`config.mk`:
```
export PLATFORM = sky130hd
export DESIGN_NAME = cfgld_top
export DESIGN_NICKNAME = d
export VERILOG_FILES = /design/src/rtl/cfgld_pkg.sv /design/src/rtl/cfgld_deser.sv /design/src/rtl/cfgld_win_check.sv /design/src/rtl/cfgld_parser.sv /design/src/rtl/cfgld_top.sv
export SDC_FILE = /design/constraint.sdc
export NUM_CORES = 1
export LEC_CHECK = 0
export ABC_AREA = 1
export BUFFER_PORTS_ARGS = -buffer_cell sky130_fd_sc_hd__clkbuf_2
export CORE_ASPECT_RATIO = 1.1
export CORE_MARGIN = 2
export CORE_UTILIZATION = 49
export DETAILED_ROUTE_END_ITERATION = 16
export MAX_ROUTING_LAYER = met4
export PLACE_DENSITY_LB_ADDON = 0.1
export SLEW_MARGIN = 25
export SYNTH_ARGS = -nofsm -noshare
export SYNTH_HDL_FRONTEND = slang
export SYNTH_SLANG_ARGS = --single-unit
```
`constraint.sdc`:
```
create_clock -name clk -period 2.93 [get_ports clk]
set_clock_uncertainty 0.15 [all_clocks]
set_input_delay 0.586 -clock clk [delete_from_list [all_inputs] [get_ports clk]]
set_output_delay 0.586 -clock clk [all_outputs]
set_load 0.02 [all_outputs]
```
`src/rtl/cfgld_pkg.sv`:
```
package cfgld_pkg;

    localparam int BYTE_W  = 8;
    localparam int FIELD_W = 24;
    localparam int CTRL_W  = 32;
    localparam int CNT_W   = 16;
    localparam int BITC_W  = $clog2(BYTE_W);

    localparam logic [BYTE_W-1:0] PREAMBLE  = 8'hB7;
    localparam logic [BYTE_W-1:0] POSTAMBLE = 8'hE7;

    typedef enum logic [3:0] {
        ST_IDLE,
        ST_NULL,
        ST_PRE,
        ST_CTRL,
        ST_CNT,
        ST_SADR,
        ST_EADR,
        ST_DATA,
        ST_POST,
        ST_ERR
    } ld_state_e;

    typedef struct packed {
        ld_state_e          st;
        logic [1:0]         idx;
        logic [CTRL_W-1:0]  ctrl;
        logic [CNT_W-1:0]   wleft;
        logic [FIELD_W-1:0] sadr;
        logic [FIELD_W-1:0] eadr;
        logic [FIELD_W-1:0] cur;
        logic               done;
    } ld_regs_t;

    typedef struct packed {
        logic [BYTE_W-1:0] shift;
        logic [BITC_W-1:0] cnt;
        logic [BYTE_W-1:0] data;
        logic              vld;
    } des_regs_t;

endpackage

```
`src/rtl/cfgld_deser.sv`:
```
module cfgld_deser
    import cfgld_pkg::*;
(
    input  logic              clk,
    input  logic              rst_n,
    input  logic              listen,
    input  logic              ser_mode,
    input  logic              ser_bit,
    input  logic              ser_valid,
    input  logic [BYTE_W-1:0] par_byte,
    input  logic              par_valid,
    output logic [BYTE_W-1:0] byte_o,
    output logic              valid_o
);

    localparam logic [BITC_W-1:0] LAST_BIT = BITC_W'(BYTE_W - 1);

    des_regs_t r_q, r_d;

    always_comb begin
        r_d     = r_q;
        r_d.vld = 1'b0;
        if (!listen) begin
            r_d.cnt   = '0;
            r_d.shift = '0;
        end else if (ser_mode) begin
            if (ser_valid) begin
                r_d.shift = {r_q.shift[BYTE_W-2:0], ser_bit};
                if (r_q.cnt == LAST_BIT) begin
                    r_d.cnt  = '0;
                    r_d.data = {r_q.shift[BYTE_W-2:0], ser_bit};
                    r_d.vld  = 1'b1;
                end else begin
                    r_d.cnt = r_q.cnt + 1'b1;
                end
            end
        end else if (par_valid) begin
            r_d.data = par_byte;
            r_d.vld  = 1'b1;
        end
    end

    always_ff @(posedge clk or negedge rst_n) begin
        if (!rst_n) r_q <= '0;
        else        r_q <= r_d;
    end

    assign byte_o  = r_q.data;
    assign valid_o = r_q.vld;

endmodule

```
`src/rtl/cfgld_win_check.sv`:
```
module cfgld_win_check
    import cfgld_pkg::*;
#(
    parameter logic [FIELD_W-1:0] MAX_ADDR = 24'h000FFF
) (
    input  logic [FIELD_W-1:0] start_adr,
    input  logic [FIELD_W-1:0] end_adr,
    output logic               legal
);

    logic ordered;
    logic in_array;

    always_comb begin
        ordered  = (start_adr <= end_adr);
        in_array = (end_adr <= MAX_ADDR);
        legal    = ordered && in_array;
    end

endmodule

```
`src/rtl/cfgld_parser.sv`:
```
module cfgld_parser
    import cfgld_pkg::*;
#(
    parameter int                 ADDR_W   = 12,
    parameter logic [FIELD_W-1:0] MAX_ADDR = 24'h000FFF
) (
    input  logic              clk,
    input  logic              rst_n,
    input  logic              cfg_en,
    input  logic              start_sel,
    input  logic [BYTE_W-1:0] in_byte,
    input  logic              in_valid,
    input  logic [BYTE_W-1:0] mem_rdata,
    output logic              listen,
    output logic              mem_we,
    output logic [ADDR_W-1:0] mem_addr,
    output logic [BYTE_W-1:0] mem_wdata,
    output logic              init_n,
    output logic              done,
    output logic [CTRL_W-1:0] ctrl_word
);

    localparam logic [1:0] CTRL_LAST = 2'd3;
    localparam logic [1:0] CNT_LAST  = 2'd1;
    localparam logic [1:0] ADR_LAST  = 2'd2;

    ld_regs_t q, d;

    logic [FIELD_W-1:0] end_next;
    logic [CNT_W-1:0]   cnt_next;
    logic               win_legal;
    logic               check_on;
    logic               take;

    assign check_on = q.ctrl[0];
    assign end_next = {q.eadr[FIELD_W-BYTE_W-1:0], in_byte};
    assign cnt_next = {q.wleft[CNT_W-BYTE_W-1:0], in_byte};

    cfgld_win_check #(
        .MAX_ADDR(MAX_ADDR)
    ) i_win_check (
        .start_adr(q.sadr),
        .end_adr  (end_next),
        .legal    (win_legal)
    );

    always_comb begin
        d      = q;
        d.done = 1'b0;
        take   = 1'b0;
        case (q.st)
            ST_IDLE: begin
                if (cfg_en && start_sel) begin
                    d.st  = ST_NULL;
                    d.idx = '0;
                end
            end
            ST_NULL: begin
                if (in_valid) d.st = ST_PRE;
            end
            ST_PRE: begin
                if (in_valid) begin
                    d.st  = (in_byte == PREAMBLE) ? ST_CTRL : ST_ERR;
                    d.idx = '0;
                end
            end
            ST_CTRL: begin
                if (in_valid) begin
                    d.ctrl[{q.idx, 3'b000} +: BYTE_W] = in_byte;
                    if (q.idx == CTRL_LAST) begin
                        d.idx = '0;
                        d.st  = ST_CNT;
                    end else begin
                        d.idx = q.idx + 1'b1;
                    end
                end
            end
            ST_CNT: begin
                if (in_valid) begin
                    d.wleft = cnt_next;
                    if (q.idx == CNT_LAST) begin
                        d.idx = '0;
                        d.st  = (cnt_next == '0) ? ST_POST : ST_SADR;
                    end else begin
                        d.idx = q.idx + 1'b1;
                    end
                end
            end
            ST_SADR: begin
                if (in_valid) begin
                    d.sadr = {q.sadr[FIELD_W-BYTE_W-1:0], in_byte};
                    if (q.idx == ADR_LAST) begin
                        d.idx = '0;
                        d.st  = ST_EADR;
                    end else begin
                        d.idx = q.idx + 1'b1;
                    end
                end
            end
            ST_EADR: begin
                if (in_valid) begin
                    d.eadr = end_next;
                    if (q.idx == ADR_LAST) begin
                        d.idx = '0;
                        d.cur = q.sadr;
                        d.st  = win_legal ? ST_DATA : ST_ERR;
                    end else begin
                        d.idx = q.idx + 1'b1;
                    end
                end
            end
            ST_DATA: begin
                if (in_valid) begin
                    take = 1'b1;
                    if (check_on && (in_byte != mem_rdata)) begin
                        d.st = ST_ERR;
                    end else if (q.cur == q.eadr) begin
                        d.wleft = q.wleft - 1'b1;
                        d.st    = (q.wleft == 16'd1) ? ST_POST : ST_SADR;
                    end else begin
                        d.cur = q.cur + 1'b1;
                    end
                end
            end
            ST_POST: begin
                if (in_valid) begin
                    if (in_byte == POSTAMBLE) begin
                        d.st   = ST_IDLE;
                        d.done = 1'b1;
                    end else begin
                        d.st = ST_ERR;
                    end
                end
            end
            ST_ERR: begin
                if (!cfg_en) d.st = ST_IDLE;
            end
            default: d.st = ST_ERR;
        endcase
    end

    always_ff @(posedge clk or negedge rst_n) begin
        if (!rst_n) q <= '0;
        else        q <= d;
    end

    assign listen    = (q.st != ST_IDLE) && (q.st != ST_ERR);
    assign mem_we    = take && !check_on;
    assign mem_addr  = q.cur[ADDR_W-1:0];
    assign mem_wdata = in_byte;
    assign init_n    = (q.st != ST_ERR);
    assign done      = q.done;
    assign ctrl_word = q.ctrl;

endmodule

```
`src/rtl/cfgld_top.sv`:
```
module cfgld_top
    import cfgld_pkg::*;
#(
    parameter int                 ADDR_W   = 12,
    parameter logic [FIELD_W-1:0] MAX_ADDR = 24'h000FFF
) (
    input  logic              clk,
    input  logic              rst_n,
    input  logic              cfg_en,
    input  logic              csel_a,
    input  logic              csel_b,
    input  logic              ser_mode,
    input  logic              ser_bit,
    input  logic              ser_valid,
    input  logic [7:0]        byte_in,
    input  logic              byte_valid,
    input  logic [7:0]        mem_rdata,
    output logic              mem_we,
    output logic [ADDR_W-1:0] mem_addr,
    output logic [7:0]        mem_wdata,
    output logic              init_n,
    output logic              done,
    output logic [31:0]       ctrl_word
);

    logic              listen;
    logic [BYTE_W-1:0] des_byte;
    logic              des_valid;
    logic              start_sel;

    assign start_sel = csel_a || csel_b;

    cfgld_deser i_deser (
        .clk      (clk),
        .rst_n    (rst_n),
        .listen   (listen),
        .ser_mode (ser_mode),
        .ser_bit  (ser_bit),
        .ser_valid(ser_valid),
        .par_byte (byte_in),
        .par_valid(byte_valid),
        .byte_o   (des_byte),
        .valid_o  (des_valid)
    );

    cfgld_parser #(
        .ADDR_W  (ADDR_W),
        .MAX_ADDR(MAX_ADDR)
    ) i_parser (
        .clk      (clk),
        .rst_n    (rst_n),
        .cfg_en   (cfg_en),
        .start_sel(start_sel),
        .in_byte  (des_byte),
        .in_valid (des_valid),
        .mem_rdata(mem_rdata),
        .listen   (listen),
        .mem_we   (mem_we),
        .mem_addr (mem_addr),
        .mem_wdata(mem_wdata),
        .init_n   (init_n),
        .done     (done),
        .ctrl_word(ctrl_word)
    );

endmodule

```
==> flow_metrics.py <==
metrics = {
    "routing": {
        "postRouteAntennaNets": 0,
        "num_vias": 7979,
        "routed_wl_um": 24230,
        "dr.max_layer_used": "met4",
        "drt_first_pass_iters": 7,
        "met2RoutedLength_um": 11510,
        "route.met3.wl_um": 866,
        "viasPerCell": 5.205,
        "drt-met1-wl_um": 11380,
        "drc": 0,
        "wire_per_inst_um": 15.80,
        "drt_iter0_drc": 663,
    },
    "setup_path": {
        "cp_slowest_cell": "dfrtp_1",
        "cp.arrival_ns": 1.87,
        "endpoint_kind": "primary output",
        "crit_buf_inv": 3,
        "worst-path-max-fanout": 7,
        "required_ns": 2.19,
        "worstSetupStartpointType": "flop",
        "path_class": "reg -> out",
        "reg2reg_slack_ns": 0.58,
        "critical_path.top_delay_family": "simple AND/OR/NAND/NOR gates",
        "crit_top_cell": "inv_2",
        "slowest_delay_ns": 0.46,
        "path_cells": "nor2_4, inv_2, nor2_8, inv_2, nor3_1, clkbuf_2",
    },
    "cells_and_area": {
        "diodes": 0,
        "area_delta_synth_final_pct": 8.636,
        "final_cells": 1533,
        "drive_gt1_share_pct": 13.80,
        "fin_nets": 1340,
        "stdcell_area_um2": 10100,
    },
    "job": {
        "maxCapViolCount": 0,
    },
    "clock_tree": {
        "htreeDepth": 4,
        "cts_buffer_depth": 2,
        "numClockSinks": 146,
        "worstSkewPairLatency_ns": 0.43,
        "cts_tree": "built",
        "cts_setup_buffers": 0,
        "hold_buffers": 1,
        "clk_pin_slew_ns": 0.06,
        "cts_resized": 0,
        "cts-buffers-inserted": 17,
        "cts-root-buf": "clkbuf_16",
    },
    "logic_synthesis": {
        "async_flop_share_pct": 100.0,
        "synth_cells": 1260,
        "syn_area_per_cell_um2": 7.382,
        "ys_ff_latch": 146,
        "ys_types": 47,
        "syn-num-nets": 1322,
        "yosysWarnings": 0,
        "synth-edff-count": 0,
        "synth_flop_cell": "dfrtp_1",
        "syn_area_um2": 9301,
        "seq_area_frac_synth_pct": 39.28,
    },
    "timing": {
        "tns_ns": 0,
        "setup_viol": 0,
        "finalMaxSlewViolations": 0,
        "grt_setup_unrepaired": "false",
        "finalCritPeriodShare_pct": 88.88,
        "hold_viol_final": 0,
        "fin_crit_ns": 2.604,
        "max_freq_ghz": 0.3840,
        "slew_headroom_pct": 63.60,
        "worst_pin_slew_ns": 0.5460,
        "setup_slack_ns": 0.3257,
    },
    "place": {
        "dp_hpwl_um": 17850,
        "place_inst": 1501,
        "gp_congestion": 0.9380,
        "port_buffers": 79,
        "dpl_cell_area_um2": 9530,
        "dp_slack_ns": 0.6049,
    },
    "power": {
        "p_per_area_nw_per_um2": 636.5,
        "power_leakage_nw": 5.094,
        "power.total_mw": 6.432,
        "vdd_drop_max_uv": 502.8,
    },
    "floorplan": {
        "die_area_um2": 20100,
        "placementRows": 52,
        "dieWidth_um": 135.4,
        "pin_count": 80,
        "core_area_um2": 18480,
        "initial_core_util_pct": 50.34,
        "die-height_um": 148.5,
    },
    "global_route": {
        "overflow": 0,
        "grt_max_degree": 63,
        "grt_usage_pct": 26.05,
        "antenna_found_initial": 0,
        "grt_pass1_wl_um": 39750,
        "grt_pass1_vias": 7609,
    },
    "run_status": {
        "status": "completed",
    },
    "min_path": {
        "hold_class": "in -> reg",
    },
}
[routing by layer]
layer / track usage, % / vias up
met1: 34.45 / 3718
met2: 41.62 / 174
met5: - / -
met4: 8.229 / 0
met3: 3.715 / 34
li1: - / 4053
[cell usage after synthesis, types with 2 or more instances]
cell | number | share of area (%)
nor2_4 | 5 | 0.61
buf_6 | 3 | 0.36
o211ai_1 | 2 | 0.16
dfrtp_1 | 146 | 39
o22ai_1 | 2 | 0.13
a21o_1 | 2 | 0.16
a21boi_0 | 2 | 0.16
buf_2 | 18 | 0.97
inv_2 | 15 | 0.61
clkinv_1 | 3 | 0.12
nand2_1 | 380 | 15
nor2_2 | 3 | 0.20
clkbuf_1 | 17 | 0.69
buf_4 | 54 | 4.4
nor3_1 | 23 | 1.2
mux2i_1 | 2 | 0.22
ha_1 | 37 | 5.0
nand4_1 | 25 | 1.7
a21oi_1 | 40 | 2.2
nand3b_1 | 3 | 0.24
xor2_1 | 21 | 2.0
o21a_1 | 2 | 0.16
nand2_4 | 2 | 0.24
clkbuf_2 | 2 | 0.11
xnor2_1 | 10 | 0.94
a32o_1 | 8 | 0.86
nand3_1 | 70 | 3.8
nor2_1 | 102 | 4.1
o21ai_2 | 9 | 0.85
inv_1 | 102 | 4.1
or2_2 | 2 | 0.13
o21ai_0 | 125 | 6.7
nand2_2 | 9 | 0.61
[worst paths after layout]
| kind | cells after the start | end | startpoint |
|---|---|---|---|
| setup reg to reg | 6 | i_parser.q[24]$_DFFE_PN0P_ | i_parser.q[121]$_DFFE_PN0P_ |
| hold reg to reg | 1 | flop | flop |
| min in group asynchronous | 2 | i_parser.q[42]$_DFFE_PN0P_ | rst_n |
| hold / removal | 3 | i_deser.r_q[12]$_DFFE_PN0P_ | ser_bit |
| setup / recovery | 6 | mem_we | i_parser.q[126]$_DFFE_PN0P_ |
| max in group asynchronous | 3 | i_parser.cnt_next[10]$_DFFE_PN0P_ | rst_n |
[power breakdown]
group          internal, mW  switching (mW)  total (mW)
Sequential             2.18           0.263        2.45
Combinational         0.579            1.29        1.87
Clock                  1.21           0.904        2.12
[worst reg2reg max path: cells and delay by family (launching register included)]
family / cells / cell delay, ns
DFF: 1 / 0.49
and+or+nand+nor: 1 / 0.19
buffers and inverters: 2 / 0.67
AOI/OAI and AO/OA: 2 / 0.38
adders and majority gates: 1 / 0.33
[cells in the final DEF (no fill, tap or decap), types with 21 or more instances in the layout]
master    Yosys  routed
nor3_1       23      23
nand2_1     380     380
nand4_1      25      25
dfrtp_1     146     146
ha_1         37      37
a21oi_1      40      40
clkbuf_2      2      78
o21ai_0     125     125
inv_1       102     102
nor2_1      102     102
xor2_1       21      21
nand3_1      70      70
[per-stage QoR]
step / hold slack [ns] / utilization, %
global placement: 0.3196 / 51.58
CTS: 0.2688 / 54.69
floorplan: 0.1404 / -
global route: 0.3062 / 54.69
detailed placement: 0.3309 / 51.58
finish: 0.2786 / 54.69
[layout make-up]
cell class	instances	area, µm²
inverters	121	456.7
well taps	243	304.0
flip-flops and latches	146	3654
repair buffers	94	541.8
multi-input cells	898	4584
clock buffers	20	456.7
fillers	1829	8373
clock inverters	11	107.6
[cell families (layout without fill, tap and decap cells)]
group,Yosys count,count (layout),synth area share (%)
adders and majority gates,37,37,4.977
buffers and inverters,216,246,11.43
and+or+nand+nor,632,632,29.43
xor gates and xnor gates,31,31,2.919
AOI/OAI and AO/OA,195,195,11.62
DFF,146,146,39.28
muxes,3,3,0.3363
Note: power is estimated with default switching activity, not from simulation.
